==> config.mk <==
export PLATFORM = sky130hd
export DESIGN_NAME = mbox_top
export DESIGN_NICKNAME = d
export VERILOG_FILES = /design/src/rtl/mbox_pkg.sv /design/src/rtl/mbox_fifo.sv /design/src/rtl/mbox_irq.sv /design/src/rtl/mbox_regport.sv /design/src/rtl/mbox_top.sv
export SDC_FILE = /design/constraint.sdc
export NUM_CORES = 2
export LEC_CHECK = 0
export CORE_MARGIN = 10
export CORE_UTILIZATION = 45
export CTS_CLUSTER_DIAMETER = 200
export DETAILED_ROUTE_END_ITERATION = 10
export PLACE_DENSITY = 0.58
export SYNTH_ARGS = -nofsm -noshare
export SYNTH_HDL_FRONTEND = slang
export SYNTH_SLANG_ARGS = --single-unit
export TNS_END_PERCENT = 50
==> constraint.sdc <==
create_clock -name clk -period 8.82 [get_ports clk]
set_input_delay 1.323 -clock clk [delete_from_list [all_inputs] [get_ports clk]]
set_output_delay 1.323 -clock clk [all_outputs]
set_load 0.005 [all_outputs]
==> src/rtl/mbox_pkg.sv <==
// Shared types, register offsets and read-data packing for the mailbox.
package mbox_pkg;

    localparam int NFIFO  = 2;
    localparam int NCAUSE = 4;
    localparam int PTR_FW = 4;
    localparam int CNT_FW = 5;

    typedef struct packed {
        logic [63:0] w0;
        logic [31:0] w1;
    } msg_t;

    typedef struct packed {
        msg_t              head;
        logic              full;
        logic              empty;
        logic              ovf;
        logic [PTR_FW-1:0] wptr;
        logic [PTR_FW-1:0] rptr;
        logic [CNT_FW-1:0] cnt;
        logic [3:0]        free;
    } fifo_view_t;

    localparam logic [7:0] ADDR_IRQ_EN  = 8'h48;
    localparam logic [7:0] ADDR_IRQ_ACK = 8'h4C;
    localparam logic [7:0] OFS_CTL      = 8'h00;
    localparam logic [7:0] OFS_SEND0    = 8'h10;
    localparam logic [7:0] OFS_SEND1    = 8'h18;
    localparam logic [7:0] OFS_RECV0    = 8'h20;
    localparam logic [7:0] OFS_RECV1    = 8'h28;

    localparam int BIT_FULL  = 16;
    localparam int BIT_EMPTY = 17;
    localparam int BIT_OVF   = 18;

    localparam logic [NCAUSE-1:0] EMPTY_CAUSES = 4'b0101;
    localparam logic [NCAUSE-1:0] DATA_CAUSES  = 4'b1010;

    // Queue 0 is outbound (application to I/O), queue 1 is inbound.
    function automatic logic [7:0] fifo_base(input int f);
        return (f == 0) ? 8'h50 : 8'h80;
    endfunction

    function automatic logic [63:0] pack_ctl(input fifo_view_t v);
        logic [63:0] r;
        r            = '0;
        r[BIT_FULL]  = v.full;
        r[BIT_EMPTY] = v.empty;
        r[BIT_OVF]   = v.ovf;
        return r;
    endfunction

    function automatic logic [63:0] pack_w1(input fifo_view_t v);
        return {7'd0, v.cnt, v.free, v.rptr, v.wptr, 8'd0, v.head.w1};
    endfunction

endpackage

==> src/rtl/mbox_fifo.sv <==
// One message queue of DEPTH 96-bit entries.
// Assumes DEPTH <= 16 so that the pointers and the count fit the reported fields.
// A push while full is dropped and latches the overflow flag; a pop while empty is ignored.
module mbox_fifo
    import mbox_pkg::*;
#(
    parameter int DEPTH = 16
) (
    input  logic       clk,
    input  logic       rst_n,
    input  logic       push,
    input  msg_t       push_msg,
    input  logic       pop,
    input  logic       ovf_clr,
    output fifo_view_t view
);
    localparam int PW = (DEPTH > 1) ? $clog2(DEPTH) : 1;
    localparam int CW = $clog2(DEPTH + 1);
    localparam logic [PW-1:0] LAST_IDX = PW'(DEPTH - 1);
    localparam logic [CW-1:0] FULL_CNT = CW'(DEPTH);

    msg_t          mem [DEPTH];
    logic [PW-1:0] wp, rp;
    logic [CW-1:0] cnt;
    logic          ovf;
    logic          full, empty, do_push, do_pop;
    int            free_i;

    assign full    = (cnt == FULL_CNT);
    assign empty   = (cnt == '0);
    assign do_push = push & ~full;
    assign do_pop  = pop & ~empty;

    // Store an accepted entry at the write pointer.
    always_ff @(posedge clk) begin
        if (do_push) mem[wp] <= push_msg;
    end

    // Advance the pointers with wrap at DEPTH.
    always_ff @(posedge clk) begin
        if (!rst_n) begin
            wp <= '0;
            rp <= '0;
        end else begin
            if (do_push) wp <= (wp == LAST_IDX) ? '0 : wp + 1'b1;
            if (do_pop)  rp <= (rp == LAST_IDX) ? '0 : rp + 1'b1;
        end
    end

    // Track the occupancy.
    always_ff @(posedge clk) begin
        if (!rst_n) begin
            cnt <= '0;
        end else begin
            case ({do_push, do_pop})
                2'b10:   cnt <= cnt + 1'b1;
                2'b01:   cnt <= cnt - 1'b1;
                default: cnt <= cnt;
            endcase
        end
    end

    // Sticky overflow: a clear is applied first, a new drop sets it again.
    always_ff @(posedge clk) begin
        if (!rst_n) ovf <= 1'b0;
        else        ovf <= (ovf & ~ovf_clr) | (push & full);
    end

    // Free slots, saturated to the 4-bit field.
    always_comb begin
        free_i = DEPTH - int'(cnt);
        if (free_i > 15) free_i = 15;
    end

    // Present the live state and the head entry (zero when empty).
    always_comb begin
        view.head  = empty ? '0 : mem[rp];
        view.full  = full;
        view.empty = empty;
        view.ovf   = ovf;
        view.wptr  = PTR_FW'(wp);
        view.rptr  = PTR_FW'(rp);
        view.cnt   = CNT_FW'(cnt);
        view.free  = 4'(free_i);
    end

endmodule

==> src/rtl/mbox_irq.sv <==
// Interrupt unit: one sticky cause per condition, an enable mask, and two level outputs.
// Assumes the ack is one cycle wide per write; an ack clears a cause for one edge,
// after which the live condition re-latches it.
module mbox_irq
    import mbox_pkg::*;
(
    input  logic              clk,
    input  logic              rst_n,
    input  logic [NCAUSE-1:0] cond,
    input  logic [NCAUSE-1:0] ack,
    input  logic              en_we,
    input  logic [NCAUSE-1:0] en_wdata,
    output logic [NCAUSE-1:0] en,
    output logic [NCAUSE-1:0] sticky,
    output logic              irq_empty,
    output logic              irq_data
);
    logic [NCAUSE-1:0] active;

    // Hold the enable mask written by software.
    always_ff @(posedge clk) begin
        if (!rst_n)     en <= '0;
        else if (en_we) en <= en_wdata;
    end

    for (genvar i = 0; i < NCAUSE; i++) begin : g_cause
        // Latch the condition; the acknowledge wins for one edge.
        always_ff @(posedge clk) begin
            if (!rst_n)      sticky[i] <= 1'b0;
            else if (ack[i]) sticky[i] <= 1'b0;
            else if (cond[i]) sticky[i] <= 1'b1;
        end
    end

    assign active    = sticky & en;
    assign irq_empty = |(active & EMPTY_CAUSES);
    assign irq_data  = |(active & DATA_CAUSES);

endmodule

==> src/rtl/mbox_regport.sv <==
// One register port: decodes accesses, keeps this port's staged first words,
// and returns read data in the same cycle.
// Assumes one access per cycle on this port.
module mbox_regport
    import mbox_pkg::*;
(
    input  logic                         clk,
    input  logic                         rst_n,
    input  logic                         req,
    input  logic                         we,
    input  logic [7:0]                   addr,
    input  logic [63:0]                  wdata,
    input  fifo_view_t [NFIFO-1:0]       view,
    input  logic [NCAUSE-1:0]            en,
    input  logic [NCAUSE-1:0]            sticky,
    output logic [63:0]                  rdata,
    output logic [NFIFO-1:0]             push,
    output msg_t [NFIFO-1:0]             push_msg,
    output logic [NFIFO-1:0]             pop,
    output logic [NFIFO-1:0]             ovf_clr,
    output logic                         en_we,
    output logic [NCAUSE-1:0]            en_wdata,
    output logic [NCAUSE-1:0]            ack
);
    logic wr, rd;
    logic [NFIFO-1:0][63:0] stage_q;

    assign wr = req & we;
    assign rd = req & ~we;

    for (genvar f = 0; f < NFIFO; f++) begin : g_fifo
        localparam logic [7:0] BASE = fifo_base(f);

        // Stage the first word of the next message for this queue.
        always_ff @(posedge clk) begin
            if (!rst_n)                             stage_q[f] <= '0;
            else if (wr && addr == BASE + OFS_SEND0) stage_q[f] <= wdata;
        end

        assign push[f]     = wr && (addr == BASE + OFS_SEND1);
        assign push_msg[f] = {stage_q[f], wdata[31:0]};
        assign pop[f]      = rd && (addr == BASE + OFS_RECV1);
        assign ovf_clr[f]  = wr && (addr == BASE + OFS_CTL) && wdata[BIT_OVF];
    end

    assign en_we    = wr && (addr == ADDR_IRQ_EN);
    assign en_wdata = wdata[NCAUSE-1:0];
    assign ack      = (wr && addr == ADDR_IRQ_ACK) ? wdata[NCAUSE-1:0] : '0;

    // Select read data from the live state; non-reads and unmapped addresses give zero.
    always_comb begin
        rdata = '0;
        if (rd) begin
            if (addr == ADDR_IRQ_EN)  rdata = {{(64-NCAUSE){1'b0}}, en};
            if (addr == ADDR_IRQ_ACK) rdata = {{(64-NCAUSE){1'b0}}, sticky};
            for (int f = 0; f < NFIFO; f++) begin
                if (addr == fifo_base(f) + OFS_CTL)   rdata = pack_ctl(view[f]);
                if (addr == fifo_base(f) + OFS_RECV0) rdata = view[f].head.w0;
                if (addr == fifo_base(f) + OFS_RECV1) rdata = pack_w1(view[f]);
            end
        end
    end

endmodule

==> src/rtl/mbox_top.sv <==
// Two-queue mailbox with two identical register ports and an interrupt unit.
// The application port has priority when both ports push, pop or write the enable
// register of the same target in one cycle. Assumes DEPTH <= 16.
module mbox_top
    import mbox_pkg::*;
#(
    parameter int DEPTH = 16
) (
    input  logic        clk,
    input  logic        rst_n,
    input  logic        ap_req,
    input  logic        ap_we,
    input  logic [7:0]  ap_addr,
    input  logic [63:0] ap_wdata,
    output logic [63:0] ap_rdata,
    input  logic        io_req,
    input  logic        io_we,
    input  logic [7:0]  io_addr,
    input  logic [63:0] io_wdata,
    output logic [63:0] io_rdata,
    output logic        irq_empty,
    output logic        irq_data
);
    fifo_view_t [NFIFO-1:0] view;
    logic [NCAUSE-1:0] en, sticky, cond, ack;
    logic              en_we;
    logic [NCAUSE-1:0] en_wdata;

    logic [NFIFO-1:0]  a_push, a_pop, a_clr, i_push, i_pop, i_clr;
    msg_t [NFIFO-1:0]  a_msg, i_msg;
    logic              a_en_we, i_en_we;
    logic [NCAUSE-1:0] a_en_wd, i_en_wd, a_ack, i_ack;

    logic [NFIFO-1:0]             push_v, pop_v, full_v, empty_v;
    logic [NFIFO-1:0][CNT_FW-1:0] cnt_v;
    logic [NFIFO-1:0][PTR_FW-1:0] rptr_v;

    mbox_regport i_port_ap (
        .clk(clk), .rst_n(rst_n), .req(ap_req), .we(ap_we), .addr(ap_addr),
        .wdata(ap_wdata), .view(view), .en(en), .sticky(sticky), .rdata(ap_rdata),
        .push(a_push), .push_msg(a_msg), .pop(a_pop), .ovf_clr(a_clr),
        .en_we(a_en_we), .en_wdata(a_en_wd), .ack(a_ack)
    );

    mbox_regport i_port_io (
        .clk(clk), .rst_n(rst_n), .req(io_req), .we(io_we), .addr(io_addr),
        .wdata(io_wdata), .view(view), .en(en), .sticky(sticky), .rdata(io_rdata),
        .push(i_push), .push_msg(i_msg), .pop(i_pop), .ovf_clr(i_clr),
        .en_we(i_en_we), .en_wdata(i_en_wd), .ack(i_ack)
    );

    for (genvar f = 0; f < NFIFO; f++) begin : g_q
        msg_t sel_msg;
        assign push_v[f]  = a_push[f] | i_push[f];
        assign pop_v[f]   = a_pop[f] | i_pop[f];
        assign sel_msg    = a_push[f] ? a_msg[f] : i_msg[f];
        assign full_v[f]  = view[f].full;
        assign empty_v[f] = view[f].empty;
        assign cnt_v[f]   = view[f].cnt;
        assign rptr_v[f]  = view[f].rptr;

        mbox_fifo #(.DEPTH(DEPTH)) i_fifo (
            .clk(clk), .rst_n(rst_n), .push(push_v[f]), .push_msg(sel_msg),
            .pop(pop_v[f]), .ovf_clr(a_clr[f] | i_clr[f]), .view(view[f])
        );
    end

    assign cond     = {~view[1].empty, view[1].empty, ~view[0].empty, view[0].empty};
    assign ack      = a_ack | i_ack;
    assign en_we    = a_en_we | i_en_we;
    assign en_wdata = a_en_we ? a_en_wd : i_en_wd;

    mbox_irq i_irq (
        .clk(clk), .rst_n(rst_n), .cond(cond), .ack(ack), .en_we(en_we),
        .en_wdata(en_wdata), .en(en), .sticky(sticky),
        .irq_empty(irq_empty), .irq_data(irq_data)
    );

endmodule

==> out/qor.tcl <==
set qor(status) {finished, violations left}
set qor(violations_in_the_final_reports) {max-capacitance violations, max-slew violations}
set qor(pin_count) 280
set qor(ys.warnings.count) 0
set qor(routed_wire_length_per_instance_um) 33.9
set qor(finalNetCount) 7864
set qor(capture_point_of_the_worst_reg_to_reg_path) {g_q[1].i_fifo.cnt[4]}
set qor(synth_simple_gate_area_frac) 0.0360
set qor(critical_path_arrival_ns) 6.29
set qor(report.final.setup_viol) 0
set qor(synthesized_area_fraction_occupied_by_ao_oa_aoi_and_oai_cells) 0.0576
set qor(hold-path-cell-count) 2
set qor(cts.clk_slew.worst_paths_ns) 0.06
set qor(die_extent_in_x_um) 567
set qor(startpoint_type) {register}
set qor(track_usage) 0.246
set qor(postRouteWirelength_mm) 407
set qor(grt_setup_unrepaired) {false}
set qor(final_period_minus_worst_setup_slack_ns) 7.61
set qor(p_total_mw) 32.1
set qor(number_of_buffers_created_by_cts) 354
set qor(finalSetupTns_ns) 0
set qor(synth-edff-count) 3072
set qor(postSynth.topFlopCell) {edfxtp_1}
set qor(dieHeight_um) 567
set qor(timing.hold.worst.start) {i_port_ap.push_msg[135]}
set qor(cts_root_buffer) {clkbuf_16}
set qor(syn_avg_cell_area_um2) 18.3
set qor(grt_pass1_vias) 72500
set qor(detailedRoute.firstPassIterationCount) 6
set qor(area_delta_synth_final_pct) 14.0
set qor(depth_of_the_most_critical_reg_to_reg_path) 15
set qor(antenna_found_initial) 77
set qor(synthesis.nets) 7521
set qor(worst-endpoint-required_ns) 7.50
set qor(std_cell_rows) 200
set qor(critical_path.max_fanout) 17
set qor(worst-r2r-setup-slack_ns) 4.58
set qor(n_fill_cell) 23700
set qor(hold_buffers) 0
set qor(leakagePower_nw) 49.6
set qor(synth-seq-area-share) 0.731
set qor(clock_tree_from_tritoncts) {done}
set qor(cts.htree.levels) 5
set qor(later_pin_clock_latency_in_the_skew_report_ns) 0.95
set qor(drt_iter0_markers) 8041
set qor(post-synth-top-count-cell) {edfxtp_1}
set qor(achievable-frequency_mhz) 131
set qor(final-hold-violation-count) 0
set qor(final_clock_period_utilization_by_the_worst_path) 0.863
set qor(worst_slew_margin_rel) -0.0716
set qor(worst-slew-pin-transition_ns) 1.59
set qor(fin_worst_skew_ns) 0.0497
set qor(postSynthCellCount) 7349
set qor(first_pass_grt_wire_length_mm) 570
set qor(synthDominantCellAreaShare) 0.686
set qor(dominant_cells_by_area_after_synthesis) {edfxtp_1, mux4_2, dfxtp_1, mux2i_1, nand2_1}
set qor(cellPowerDensity_nw_per_um2) 210
set qor(netlist.top_cell.by_area) {edfxtp_1}
set qor(worst_hold_end) {i_port_ap.push_msg[135]}
set qor(max-clock-path-buffers) 4
set qor(post-cts-setup-buffers) 0
set qor(design.die.area_um2) 321000
set qor(vias_per_cell) 6.13
set qor(timing.hold.worst.class) {reg -> reg}
set qor(ys_types) 83
set qor(synthTopCellsByCount) {edfxtp_1, nand2_1, mux4_2}
set qor(grt_max_degree) 177
set qor(cts.sink_count) 3372
set qor(drive_gt1_frac) 0.198
set qor(replace_congestion) 0.917
set qor(initial_core_util) 0.452
set qor(drt_drc_violations_left) 0
set qor(maximum_ir_drop_on_the_vdd_rail_mv) 0.191
set qor(fraction_of_synthesized_cell_area_in_xor_and_xnor_cells) 0.00117
set qor(largest_family_of_logic_cells_by_synthesized_area) {multiplexers}
set qor(maxSlewViolCount) 2
set qor(grt.overflow.total) 0
set qor(adder_cell_share_of_the_synthesized_area) 0.00205
set qor(syn_area_um2) 134000
set qor(synth-async-reset-ratio) 0
set qor(regToRegStartpoint) {g_q[1].i_fifo.cnt[1]}
set qor(muxShareOfSynthArea) 0.154
set qor(crit_type) {reg -> out}
set qor(postRouteAntennaNets) 0
set qor(place_hpwl_mm) 245
set qor(synth-seq-cells) 3372
set qor(numPortBuffers) 279
set qor(max_cap_viol_count) 1
set qor(cts_resized) 0
set qor(end_kind) {output pin}
set qor(fp.coreArea_um2) 297000
set qor(num_vias) 73400
worst max path at each step:
stage / startpoint / to / cells after the start / slack, ns
CTS: g_q[0].i_fifo.cnt[2] / io_rdata[10] / 8 / 1.39
global route: register / io_rdata[24] / 9 / 1.46
floorplan: io_addr[1] / g_q[0].i_fifo.mem[0][0] / 8 / 3.27
detailed placement: io_addr[5] / io_rdata[27] / 7 / 1.74
finish: g_q[0].i_fifo.cnt[2] / io_rdata[10] / 8 / 1.21
global placement: io_addr[5] / io_rdata[17] / 8 / 1.77
layout by cell type (no fill, tap or decap), types with 71 or more instances in the layout:
cell,instances
a21boi_0,242
clkinv_1,73
o21ai_0,165
a22oi_1,221
nor2_1,76
nand3_1,71
mux2i_1,458
clkbuf_16,359
edfxtp_1,3072
o22ai_1,91
mux4_2,614
nand2_1,715
mux2_2,200
clkbuf_1,85
clkdlybuf4s50_1,278
a21oi_1,86
dfxtp_1,292
buf_4,131
sequential cells by signal, summed over array words and instances, names as in the netlist, named ones only:
name and count:
i_port_ap.push_msg 128, g_q.i_fifo.mem 3072, g_q.i_fifo.cnt 10, i_irq.sticky 4, g_q.i_fifo.rp 8, i_irq.en 4, g_q.i_fifo.ovf 2, i_port_io.push_msg 128
g_q.i_fifo.wp 8
critical path: stages (launching register included):
cell,delay (ns)
dfxtp_1,0.76
nor2_1,0.18
and2_1,0.22
ha_1,0.24
nand2b_2,0.56
o21ai_0,1.17
a22oi_1,0.18
o21ai_0,1.28
clkdlybuf4s50_1,0.73
per-layer routing:
metal	global-route usage	part of all wire	vias up
li1	-	-	30400
met1	0.343	0.41	39400
met2	0.386	0.47	2946
met3	0.0326	0.063	677
met4	0.116	0.053	4
met5	0	0.000054	-
layout make-up:
class	instances	area, um2	share of cell area
inverters	35	134	0.000874
flip-flops and latches	3372	98300	0.642
diodes	48	120	0.000784
well taps	3939	4930	0.0322
repair buffers	446	4500	0.0294
multi-input cells	3483	34000	0.222
clock buffers	457	9470	0.0618
clock inverters	197	1800	0.0117
where the power goes:
part           switching, mW  leakage [nW]  internal, mW
combinational          0.205          10.5         0.104
sequential           0.00129          33.6          17.2
clock                   6.22          5.52          8.32
total                   6.42          49.6          25.7
through the flow:
stage          cells  setup WS (ns)  utilization  hold WS (ns)  cell area (um2)
2_1_floorplan   7349           3.27            -         0.427           134000
3_3_place_gp   11300           1.77        0.477         0.434           142000
3_5_place_dp   11300           1.74        0.477         0.442           142000
4_1_cts        11900           1.39        0.515         0.451           153000
5_1_grt        12000           1.46        0.516         0.467           153000
6_report       12000           1.21        0.516         0.452           153000
kinds of logic (layout without fill, tap and decap cells):
| logic type | Yosys count | after routing |
|---|---|---|
| AO/OA/AOI/OAI | 1100 | 1100 |
| XOR/XNOR | 18 | 18 |
| adder cells (fa/ha/maj) | 22 | 22 |
| buffers and inverters | 494 | 1135 |
| flip-flops | 3372 | 3372 |
| multiplexers | 1272 | 1272 |
| other | 0 | 48 |
| AND/OR/NAND/NOR | 1071 | 1071 |
(Power assumes the default switching activity.)
